$ cat config.mk
export PLATFORM = sky130hd
export DESIGN_NAME = bemf_step_sequencer
export DESIGN_NICKNAME = d
export VERILOG_FILES = /design/src/rtl/bemf_pkg.sv /design/src/rtl/bemf_phase_timer.sv /design/src/rtl/bemf_step_judge.sv /design/src/rtl/bemf_switch_map.sv /design/src/rtl/bemf_step_sequencer.sv
export SDC_FILE = /design/constraint.sdc
export NUM_CORES = 1
export LEC_CHECK = 0
export BUFFER_PORTS_ARGS = -buffer_cell sky130_fd_sc_hd__buf_4
export CAP_MARGIN = 20
export CELL_PAD_IN_SITES_DETAIL_PLACEMENT = 1
export CELL_PAD_IN_SITES_GLOBAL_PLACEMENT = 2
export CORE_MARGIN = 2
export CORE_UTILIZATION = 35
export DETAILED_ROUTE_END_ITERATION = 8
export GPL_TIMING_DRIVEN = 0
export PLACE_DENSITY_LB_ADDON = 0.15
export SYNTH_ARGS = -nofsm -noshare
export SYNTH_HDL_FRONTEND = slang
export SYNTH_HIERARCHICAL = 1
export SYNTH_SLANG_ARGS = --single-unit
$ cat constraint.sdc
create_clock -name clk_i -period 2.4 [get_ports clk_i]
set_input_delay 0.48 -clock clk_i [delete_from_list [all_inputs] [get_ports clk_i]]
set_output_delay 0.48 -clock clk_i [all_outputs]
set_load 0.1 [all_outputs]
$ cat src/rtl/bemf_pkg.sv
package bemf_pkg;

   typedef enum logic [1:0] {
      PH_IDLE  = 2'd0,
      PH_SHORT = 2'd1,
      PH_FLOAT = 2'd2,
      PH_SENSE = 2'd3
   } bemf_phase_e;

   function automatic bit is_pow2(input int unsigned v);
      return (v != 0) && ((v & (v - 1)) == 0);
   endfunction

   function automatic int unsigned max2(input int unsigned a, input int unsigned b);
      return (a > b) ? a : b;
   endfunction

endpackage

$ cat src/rtl/bemf_phase_timer.sv
module bemf_phase_timer
   import bemf_pkg::*;
#(
   parameter int unsigned UNIT_TICKS    = 16,
   parameter int unsigned STROBE_PERIOD = 8,
   parameter int unsigned WINDOW_TICKS  = 448
) (
   input  logic        clk_i,
   input  logic        rst_ni,
   input  logic        tick_i,
   input  logic        start_i,
   output bemf_phase_e phase_o,
   output logic        strobe_o,
   output logic        slot_odd_o,
   output logic        accept_o,
   output logic        last_o
);

   localparam int unsigned SENSE_TICKS = WINDOW_TICKS - 2 * UNIT_TICKS;
   localparam int unsigned CNT_MAX     = max2(UNIT_TICKS, SENSE_TICKS);
   localparam int unsigned CNT_W       = $clog2(CNT_MAX);
   localparam int unsigned SLOT_W      = (STROBE_PERIOD > 1) ? $clog2(STROBE_PERIOD) : 1;
   localparam logic [CNT_W-1:0] UNIT_LAST  = CNT_W'(UNIT_TICKS - 1);
   localparam logic [CNT_W-1:0] SENSE_LAST = CNT_W'(SENSE_TICKS - 1);

   bemf_phase_e      phase_q;
   logic [CNT_W-1:0] cnt_q;

   assign accept_o = (phase_q == PH_IDLE) && start_i;
   assign last_o   = (phase_q == PH_SENSE) && tick_i && (cnt_q == SENSE_LAST);
   assign phase_o  = phase_q;

   always_ff @(posedge clk_i) begin
      if (!rst_ni) begin
         phase_q <= PH_IDLE;
         cnt_q   <= '0;
      end else begin
         unique case (phase_q)
            PH_IDLE: begin
               if (start_i) begin
                  phase_q <= PH_SHORT;
                  cnt_q   <= '0;
               end
            end
            PH_SHORT: begin
               if (tick_i) begin
                  if (cnt_q == UNIT_LAST) begin
                     phase_q <= PH_FLOAT;
                     cnt_q   <= '0;
                  end else begin
                     cnt_q <= cnt_q + 1'b1;
                  end
               end
            end
            PH_FLOAT: begin
               if (tick_i) begin
                  if (cnt_q == UNIT_LAST) begin
                     phase_q <= PH_SENSE;
                     cnt_q   <= '0;
                  end else begin
                     cnt_q <= cnt_q + 1'b1;
                  end
               end
            end
            PH_SENSE: begin
               if (tick_i) begin
                  if (cnt_q == SENSE_LAST) begin
                     phase_q <= PH_IDLE;
                     cnt_q   <= '0;
                  end else begin
                     cnt_q <= cnt_q + 1'b1;
                  end
               end
            end
            default: begin
               phase_q <= PH_IDLE;
               cnt_q   <= '0;
            end
         endcase
      end
   end

   // Strobe slot position and slot parity: taken from the phase counter
   // when the period is a power of two, otherwise counted separately.
   generate
      if (is_pow2(STROBE_PERIOD)) begin : g_slot_bits
         assign strobe_o   = (phase_q == PH_SENSE) && (cnt_q[SLOT_W-1:0] == '0);
         assign slot_odd_o = cnt_q[SLOT_W];
      end else begin : g_slot_cnt
         localparam logic [SLOT_W-1:0] SLOT_LAST = SLOT_W'(STROBE_PERIOD - 1);
         logic [SLOT_W-1:0] slot_q;
         logic              odd_q;
         always_ff @(posedge clk_i) begin
            if (!rst_ni || (phase_q != PH_SENSE)) begin
               slot_q <= '0;
               odd_q  <= 1'b0;
            end else if (tick_i) begin
               if (slot_q == SLOT_LAST) begin
                  slot_q <= '0;
                  odd_q  <= ~odd_q;
               end else begin
                  slot_q <= slot_q + 1'b1;
               end
            end
         end
         assign strobe_o   = (phase_q == PH_SENSE) && (slot_q == '0);
         assign slot_odd_o = odd_q;
      end
   endgenerate

endmodule

$ cat src/rtl/bemf_step_judge.sv
module bemf_step_judge
   import bemf_pkg::*;
#(
   parameter int unsigned UNIT_TICKS       = 16,
   parameter int unsigned LIMIT_BASE_UNITS = 4,
   parameter int unsigned CODE_W           = 3
) (
   input  logic              clk_i,
   input  logic              rst_ni,
   input  logic              clear_i,
   input  logic [CODE_W-1:0] code_i,
   input  logic              tick_i,
   input  logic              eval_i,
   input  logic              pos_i,
   input  logic              neg_i,
   output logic              ok_o
);

   localparam int unsigned LIM_MAX = (LIMIT_BASE_UNITS + (1 << CODE_W) - 1) * UNIT_TICKS;
   localparam int unsigned LIM_W   = $clog2(LIM_MAX + 1);

   logic [LIM_W-1:0] units;
   logic [LIM_W-1:0] limit;
   logic [LIM_W-1:0] cnt_q;
   logic             armed_q;
   logic             ok_q;
   logic             hit;
   logic             expire;

   assign units = LIM_W'(LIMIT_BASE_UNITS) + LIM_W'(code_i);

   generate
      if (is_pow2(UNIT_TICKS)) begin : g_lim_shift
         localparam int unsigned UNIT_SH = $clog2(UNIT_TICKS);
         assign limit = units << UNIT_SH;
      end else begin : g_lim_mult
         assign limit = LIM_W'(units * LIM_W'(UNIT_TICKS));
      end
   endgenerate

   assign hit    = tick_i && eval_i && armed_q && neg_i && (cnt_q < limit);
   assign expire = armed_q && (cnt_q == (limit - 1'b1));
   assign ok_o   = ok_q || hit;

   always_ff @(posedge clk_i) begin
      if (!rst_ni || clear_i) begin
         armed_q <= 1'b0;
         ok_q    <= 1'b0;
         cnt_q   <= '0;
      end else if (tick_i) begin
         if (hit) begin
            ok_q <= 1'b1;
         end
         if (armed_q) begin
            if (expire) begin
               if (eval_i && pos_i) begin
                  cnt_q <= '0;
               end else begin
                  armed_q <= 1'b0;
               end
            end else begin
               cnt_q <= cnt_q + 1'b1;
            end
         end else if (eval_i && pos_i) begin
            armed_q <= 1'b1;
            cnt_q   <= '0;
         end
      end
   end

endmodule

$ cat src/rtl/bemf_switch_map.sv
module bemf_switch_map
   import bemf_pkg::*;
(
   input  bemf_phase_e phase_i,
   input  logic        strobe_i,
   input  logic        slot_odd_i,
   input  logic        dir_i,
   output logic        hs_a_o,
   output logic        hs_b_o,
   output logic        ls_a_o,
   output logic        ls_b_o,
   output logic        sns_a_o,
   output logic        sns_b_o
);

   logic pair_b;

   assign pair_b = slot_odd_i ^ dir_i;
   assign ls_a_o = 1'b0;
   assign ls_b_o = 1'b0;

   always_comb begin
      hs_a_o  = 1'b0;
      hs_b_o  = 1'b0;
      sns_a_o = 1'b0;
      sns_b_o = 1'b0;
      unique case (phase_i)
         PH_SHORT: begin
            hs_a_o = 1'b1;
            hs_b_o = 1'b1;
         end
         PH_SENSE: begin
            if (!strobe_i) begin
               hs_a_o = 1'b1;
               hs_b_o = 1'b1;
            end else if (pair_b) begin
               hs_a_o  = 1'b1;
               sns_b_o = 1'b1;
            end else begin
               hs_b_o  = 1'b1;
               sns_a_o = 1'b1;
            end
         end
         default: begin
         end
      endcase
   end

endmodule

$ cat src/rtl/bemf_step_sequencer.sv
module bemf_step_sequencer
   import bemf_pkg::*;
#(
   parameter int unsigned UNIT_TICKS       = 16,
   parameter int unsigned STROBE_PERIOD    = 8,
   parameter int unsigned WINDOW_TICKS     = 448,
   parameter int unsigned LIMIT_BASE_UNITS = 4
) (
   input  logic       clk_i,
   input  logic       rst_ni,
   input  logic       tick_i,
   input  logic       dir_i,
   input  logic       start_i,
   input  logic [2:0] limit_code_i,
   input  logic       cmp_pos_i,
   input  logic       cmp_neg_i,
   output logic       hs_a_o,
   output logic       hs_b_o,
   output logic       ls_a_o,
   output logic       ls_b_o,
   output logic       sns_a_o,
   output logic       sns_b_o,
   output logic       strobe_o,
   output logic       done_o,
   output logic       pass_o
);

   localparam int unsigned CODE_W = 3;

   generate
      if (UNIT_TICKS < 2) begin : g_bad_unit
         $error("UNIT_TICKS must be at least 2");
      end
      if (STROBE_PERIOD < 2) begin : g_bad_period
         $error("STROBE_PERIOD must be at least 2");
      end
      if (WINDOW_TICKS < 2 * UNIT_TICKS + 2 * STROBE_PERIOD) begin : g_bad_window
         $error("WINDOW_TICKS leaves no room for two sample slots");
      end
      if (LIMIT_BASE_UNITS < 1) begin : g_bad_limit
         $error("LIMIT_BASE_UNITS must be at least 1");
      end
   endgenerate

   bemf_phase_e       phase;
   logic              strobe;
   logic              slot_odd;
   logic              accept;
   logic              last;
   logic              ok;
   logic              sensing;
   logic              dir_q;
   logic [CODE_W-1:0] code_q;
   logic              done_q;
   logic              pass_q;

   assign sensing = (phase == PH_SENSE);

   bemf_phase_timer #(
      .UNIT_TICKS    (UNIT_TICKS),
      .STROBE_PERIOD (STROBE_PERIOD),
      .WINDOW_TICKS  (WINDOW_TICKS)
   ) u_timer (
      .clk_i      (clk_i),
      .rst_ni     (rst_ni),
      .tick_i     (tick_i),
      .start_i    (start_i),
      .phase_o    (phase),
      .strobe_o   (strobe),
      .slot_odd_o (slot_odd),
      .accept_o   (accept),
      .last_o     (last)
   );

   always_ff @(posedge clk_i) begin
      if (!rst_ni) begin
         dir_q  <= 1'b0;
         code_q <= '0;
      end else if (accept) begin
         dir_q  <= dir_i;
         code_q <= limit_code_i;
      end
   end

   bemf_step_judge #(
      .UNIT_TICKS       (UNIT_TICKS),
      .LIMIT_BASE_UNITS (LIMIT_BASE_UNITS),
      .CODE_W           (CODE_W)
   ) u_judge (
      .clk_i   (clk_i),
      .rst_ni  (rst_ni),
      .clear_i (accept),
      .code_i  (code_q),
      .tick_i  (tick_i && sensing),
      .eval_i  (strobe),
      .pos_i   (cmp_pos_i),
      .neg_i   (cmp_neg_i),
      .ok_o    (ok)
   );

   bemf_switch_map u_map (
      .phase_i    (phase),
      .strobe_i   (strobe),
      .slot_odd_i (slot_odd),
      .dir_i      (dir_q),
      .hs_a_o     (hs_a_o),
      .hs_b_o     (hs_b_o),
      .ls_a_o     (ls_a_o),
      .ls_b_o     (ls_b_o),
      .sns_a_o    (sns_a_o),
      .sns_b_o    (sns_b_o)
   );

   always_ff @(posedge clk_i) begin
      if (!rst_ni) begin
         done_q <= 1'b0;
         pass_q <= 1'b0;
      end else begin
         done_q <= last;
         if (last) begin
            pass_q <= ok;
         end
      end
   end

   assign strobe_o = strobe;
   assign done_o   = done_q;
   assign pass_o   = pass_q;

endmodule

==> metrics.md, run 1 <==
| Metric | Value |
|---|---|
| GPL Wtd Cong | `0.800` |
| Reg2reg path depth | `8` |
| CTS clock-pin slew for the worst setup and hold paths | `100 ps` |
| I/O pin count | `19` |
| Vias per Instance | `5.29` |
| Cell mode on critical path | `nor2_4` |
| Post-Syn Area | `0.00172 mm2` |
| Tot GR Track Use | `0.174` |
| Setup slack at placement | `267 ps` |
| CP Cell Sequence | `ha_4 > nand2_1 > nor2_4 > nand3_4 > nor2_4 > buf_4` |
| Fin nets | `249` |
| Minimum clock period after layout | `2190 ps` |
| Reg-to-reg startpoint | `u_timer/phase_o[1]$_SDFFE_PN0P_` |
| Crit start category | `flop` |
| PwrDens | `702 mW/mm2` |
| Post-CTS Hold Buffers | `0` |
| Vias in the first global route | `1639` |
| Crit path max-delay cell type | `dfxtp_2` |
| Fin worst setup slack | `206 ps` |
| Mux cell area share after synthesis | `0.0416` |
| CTS sink count | `27` |
| Final Skew | `1.94 ps` |
| Area growth, synth to finish | `17.9%` |
| Hold Path Cell Cnt | `3` |
| Yosys reg bits | `27` |
| Initial Util | `0.363` |
| Worst EP arrival | `1710 ps` |
| Initial antenna violation count | `0` |
| Setup_tns | `0 ps` |
| DIE HEIGHT | `74.0 um` |
| Post-CTS sizing | `0` |
| Max Slew Vio Count | `0` |
| RSZ-0062 raised after global routing | `false` |
| N_diodes | `0` |
| Max-Cap Viols | `0` |
| Crit path capture type | `primary output` |
| Largest family of logic cells by synthesized area | `simple AND/OR/NAND/NOR gates` |
| Worst path top cell family by delay | `simple AND/OR/NAND/NOR gates` |
| Reg2reg setup slack | `240 ps` |
| Dominant cell type by area after synthesis | `dfxtp_1` |
| Hold endpoint | `code_q[2]$_SDFFE_PN0P_` |
| CTS tree | `done` |
| Final setup fails | `0` |
| Worst-path fanout max | `7` |
| Worst Path Buf+Inv | `1` |
| H-Tree Depth | `1` |
| Post-CTS setup buffers | `0` |
| Max clock buf depth | `2` |
| DR iter-0 viols | `34` |
| Routed Antenna Nets | `0` |
| CTS Buf Count | `3` |
| Synth Area in Adders | `0.0948` |
| Most frequent cells in the layout | `dfxtp_1, buf_4, nand2_1, nand3_1, inv_1` |
| Post-synth EDFFs | `0` |
| Cell Rows | `25` |
| Dpl hpwl | `3.56 mm` |
| Die X | `74.0 um` |
| Port bufs | `16` |
| Final hold violation count | `0` |
| Simple-gate area share of the yosys netlist | `0.270` |
| Clk root buf | `clkbuf_8` |
| Synthesis warning total | `6` |
| Largest net degree at the start of global routing | `16` |
| Core area | `0.00472 mm2` |
| Leakage | `0.801 nW` |
| DRC Markers | `0` |
| Via count | `1545` |
| Clk Latency, worst-skew pair | `270 ps` |
| Mean Syn Cell Area | `8.41 um2` |
| Mapped Cells | `204` |
| Hold_sp | `limit_code_i[2]` |
| Register area share after synthesis | `0.315` |
| Final core utilization | `0.428` |
| Crit Path Category | `reg -> out` |
| Most common cell after layout, fill and taps aside | `dfxtp_1` |
| Total die area | `0.00548 mm2` |
| Synth top area share | `0.315` |
| Status | `finished clean` |
| Reg-to-Reg End | `u_timer/cnt_q[2]$_SDFFE_PN0P_` |
| Share of layout cells above drive strength 1 | `0.173` |
| Worst Hold Class | `in -> reg` |
| First-pass GRT wire length | `7.48 mm` |
| Remaining global-route overflow | `0` |
| Routed Wire Length | `4.45 mm` |
| Synth Flop Type | `dfxtp_1` |
| Dominant cells by area after synthesis | `dfxtp_1, ha_1, nand3_1` |
| Fmax | `456 MHz` |
| Xor and xnor fraction of the mapped netlist area | `0.0255` |
| Count of cell types in the netlist | `49` |
| Compound-gate portion of the synthesized area | `0.203` |
| Fillers | `588` |
| Worst EP required | `1920 ps` |
| Synth async-reset ratio | `0` |
| Tcrit/Tclk final | `0.914` |
| WL/cell | `15.2 um` |
| Maximum vdd drop | `0.495 mV` |
| Crit-path max cell delay | `440 ps` |
| Pre-antenna DRT Iters | `4` |
==> kinds of logic after synthesis <==
group                      count (synthesis)
and+or+nand+nor                           86
AOI/OAI and AO/OA                         47
DFF                                       27
buffers and inverters                     18
adders and majority gates                 13
muxes                                      7
xor gates and xnor gates                   5
other                                      1
==> worst max path at each step <==
stage                                               start                             to  depth (start not counted)
after floorplan           u_timer/phase_o[1]$_SDFFE_PN0P_                        sns_a_o                          5
after global placement    u_timer/phase_o[1]$_SDFFE_PN0P_  u_timer/cnt_q[2]$_SDFFE_PN0P_                          8
after detailed placement  u_timer/phase_o[1]$_SDFFE_PN0P_  u_timer/cnt_q[2]$_SDFFE_PN0P_                          8
after CTS                 u_timer/phase_o[1]$_SDFFE_PN0P_                        sns_b_o                          6
after global routing      u_timer/phase_o[1]$_SDFFE_PN0P_  u_timer/cnt_q[2]$_SDFFE_PN0P_                          8
final                     u_timer/phase_o[1]$_SDFFE_PN0P_                        sns_a_o                          6
==> per-stage QoR <==
step | cells | total power [mW] | instance area [um2] | hold WS (ps)
2_1_floorplan | 205 | 1.01 | 1770 | 455
3_3_place_gp | 288 | 1.13 | 1980 | 467
3_5_place_dp | 288 | 1.17 | 1980 | 476
4_1_cts | 292 | 1.45 | 2020 | 459
5_1_grt | 292 | 1.52 | 2020 | 449
6_report | 292 | 1.42 | 2020 | 464
==> cell usage after synthesis, types with 2 or more instances <==
| cell type | count |
|---|---|
| dfxtp_1 | 27 |
| nand2b_1 | 2 |
| nor3_1 | 3 |
| nand2_1 | 18 |
| xnor2_1 | 2 |
| a31oi_1 | 4 |
| ha_1 | 13 |
| o211ai_1 | 4 |
| nand3_1 | 17 |
| o31ai_1 | 4 |
| and2_1 | 5 |
| o21ai_0 | 3 |
| nor2b_1 | 9 |
| o21a_1 | 3 |
| a21oi_1 | 4 |
| inv_1 | 13 |
| o211a_1 | 2 |
| clkbuf_1 | 2 |
| a21boi_1 | 3 |
| nand4_1 | 2 |
| buf_4 | 2 |
| nor2_1 | 13 |
| and3_1 | 8 |
| a21oi_2 | 2 |
| a22o_1 | 3 |
| o21ai_1 | 6 |
| mux2i_1 | 6 |
| xor2_1 | 3 |
==> state kept, by name (all words and copies together), names as in the netlist <==
signal / flops
code_q: 3
done_o: 1
dir_q: 1
pass_o: 1
u_judge/ok_q: 1
u_judge/armed_q: 1
u_timer/phase_o: 2
u_timer/cnt_q: 9
u_judge/cnt_q: 8
==> tightest hold or removal path: stages <==
cell     delay (ps)
buf_4            70
mux2i_1          50
nor2b_1         100
==> where the power goes <==
| part | internal [mW] | switching [mW] |
|---|---|---|
| registers | 0.482 | 0.0565 |
| logic | 0.208 | 0.409 |
| clock network | 0.116 | 0.148 |
==> area by class of cell <==
class | count | area (um2) | share of cell area
buffer | 5 | 33.8 | 0.0167
clock buffer | 3 | 41.3 | 0.0204
clock inverter | 1 | 5.00 | 0.00248
inverter | 13 | 48.8 | 0.0241
multi-input combinational | 160 | 1140 | 0.566
sequential | 27 | 546 | 0.270
tap | 67 | 83.8 | 0.0415
timing repair buffer | 16 | 120 | 0.0594
==> metal layers <==
metal,up-vias,wire length [um],GRT usage
met4,0,22,0.0586
met1,763,1840,0.187
met5,-,0,0
met2,6,2550,0.346
met3,2,38,0.0217
li1,774,-,-
Power figures use the tool's default switching activity.
==> run 2: changes to the inputs <==
--- a/config.mk
+++ b/config.mk
@@ -10,7 +10,8 @@
 export CELL_PAD_IN_SITES_DETAIL_PLACEMENT = 1
 export CELL_PAD_IN_SITES_GLOBAL_PLACEMENT = 2
 export CORE_MARGIN = 2
-export CORE_UTILIZATION = 35
+export CORE_UTILIZATION = 36
+export CTS_BUF_LIST = sky130_fd_sc_hd__clkbuf_8
 export DETAILED_ROUTE_END_ITERATION = 8
 export GPL_TIMING_DRIVEN = 0
 export PLACE_DENSITY_LB_ADDON = 0.15
==> metrics.md, run 2 (synthesis gave the netlist of run 1 again) <==
| Metric | Value |
|---|---|
| First-pass GRT wire length | `7.53 mm` |
| Reg with most FFs | `u_timer/cnt_q` |
| Hold WS | `455 ps` |
| Most frequent cells in the layout | `dfxtp_1, buf_4, nand2_1, nand3_1, inv_1` |
| Final hold violation count | `0` |
| DRC Markers | `0` |
| Clock share of power | `0.190` |
| Top Registers | `u_timer/cnt_q x9, u_judge/cnt_q x8, code_q x3` |
| Max FFs per register | `9` |
| PwrDens | `714 mW/mm2` |
| Worst slew pin tran | `540 ps` |
| Vias per Instance | `5.60` |
| CTS Buf Count | `3` |
| Worst Hold Class | `in -> reg` |
| Routed Wire Length | `4.55 mm` |
| DIE HEIGHT | `73.0 um` |
| Clk root buf | `clkbuf_8` |
| Post-CTS Hold Buffers | `0` |
| Cell Rows | `25` |
| Status | `finished clean` |
| Worst EP arrival | `1700 ps` |
| Sw Pwr | `0.626 mW` |
| Initial Util | `0.368` |
| Internal Power | `0.811 mW` |
| Max-Cap Viols | `0` |
| GPL Wtd Cong | `0.796` |
| Fmax | `458 MHz` |
| CTS tree | `done` |
| Fillers | `591` |
| Routed Antenna Nets | `0` |
| Crit start category | `flop` |
| Leakage | `0.802 nW` |
| Area growth, synth to finish | `17.3%` |
| Seq pwr share | `0.375` |
| Share of layout cells above drive strength 1 | `0.178` |
| Pre-antenna DRT Iters | `4` |
| H-Tree Depth | `1` |
| Reg2reg path depth | `8` |
| Tot GR Track Use | `0.180` |
| Slew headroom | `0.637` |
| Hold Path Cell Cnt | `3` |
| Final Skew | `4.95 ps` |
| N_diodes | `0` |
| Fin nets | `249` |
| WL/cell | `16.3 um` |
| Maximum vdd drop | `0.281 mV` |
| Fin worst setup slack | `215 ps` |
| Max Slew Vio Count | `0` |
| Tcrit/Tclk final | `0.910` |
| Vias in the first global route | `1622` |
| RSZ-0062 raised after global routing | `false` |
| Total die area | `0.00533 mm2` |
| Largest net degree at the start of global routing | `17` |
| CTS sink count | `27` |
| Via count | `1562` |
| CTS clock-pin slew for the worst setup and hold paths | `100 ps` |
| Worst-path fanout max | `7` |
| Most common cell after layout, fill and taps aside | `dfxtp_1` |
| Final core utilization | `0.432` |
| Setup_tns | `0 ps` |
| Sw Share | `0.436` |
| DR iter-0 viols | `28` |
| Minimum clock period after layout | `2180 ps` |
| Clk Latency, worst-skew pair | `280 ps` |
| Die X | `73.0 um` |
| Setup slack at placement | `207 ps` |
| Crit Path Category | `reg -> out` |
| Crit path capture type | `primary output` |
| Combinational power share | `0.435` |
| Worst EP required | `1920 ps` |
| I/O pin count | `19` |
| Core area | `0.00466 mm2` |
| Port bufs | `16` |
| Final setup fails | `0` |
| Remaining global-route overflow | `0` |
| Initial antenna violation count | `0` |
| Max clock buf depth | `2` |
| Dpl hpwl | `3.62 mm` |
[run 2: cell count changes in the layout (fill, tap and decap cells not counted)]
cell	delta
a211oi_2	+1
a211oi_1	-1
clkinv_2	-1
inv_4	+1
[run 2: power by group through the flow]
stage / registers (mW) / logic (mW) / clock network (mW)
3_5_place_dp: 0.551 / 0.618 / 0
3_3_place_gp: 0.547 / 0.585 / 0
5_1_grt: 0.546 / 0.678 / 0.309
4_1_cts: 0.540 / 0.622 / 0.290
2_1_floorplan: 0.536 / 0.475 / 0
6_report: 0.538 / 0.625 / 0.273
[run 2: area by class of cell]
class                   instances  area (um2)  area share
multi-input cells             160        1150       0.571
flip-flops and latches         27         546       0.271
well taps                      54        67.6      0.0336
repair buffers                 16         120      0.0597
clock inverters                 1        6.26     0.00311
plain buffers                   5        33.8      0.0168
clock buffers                   3        41.3      0.0205
inverters                      13        48.8      0.0243
[run 2: worst paths after layout]
| check | from | slack [ps] | end |
|---|---|---|---|
| setup / recovery | u_timer/phase_o[1]$_SDFFE_PN0P_ | 220 | sns_b_o |
| hold / removal | limit_code_i[1] | 460 | code_q[1]$_SDFFE_PN0P_ |
| setup reg to reg | u_timer/phase_o[1]$_SDFFE_PN0P_ | 270 | u_timer/cnt_q[4]$_SDFFE_PN0P_ |
| hold reg to reg | u_judge/ok_q$_SDFFE_PP0P_ | 500 | u_judge/ok_q$_SDFFE_PP0P_ |
[run 2: repair_timing]
action / in CTS / in global routing
buffers inserted: 0 / 0
resized for setup: 0 / 1
endpoints found under the hold margin: 0 / 0
setup endpoints to repair: 0 / 1
[run 2: worst max-delay path, cell delays in order (launching register included)]
cell     delay (ps)
dfxtp_2         440
ha_4            180
nand2_1          90
nor2_4          200
nand3_4         120
nor2_4          110
buf_4           290
[run 2: per-stage QoR]
stage	total power, mW	std cells	area [um2]
after global routing	1.53	279	2010
after global placement	1.13	275	1960
after detailed placement	1.17	275	1960
after floorplan	1.01	205	1770
final	1.44	279	2010
after CTS	1.45	279	2010
[run 2: per-layer routing]
layer / wire [um] / GRT usage / part of all wire
met3: 75 / 0.0262 / 0.017
met4: 79 / 0.0700 / 0.017
met5: 0 / 0 / 0
met2: 2570 / 0.347 / 0.57
met1: 1820 / 0.193 / 0.40
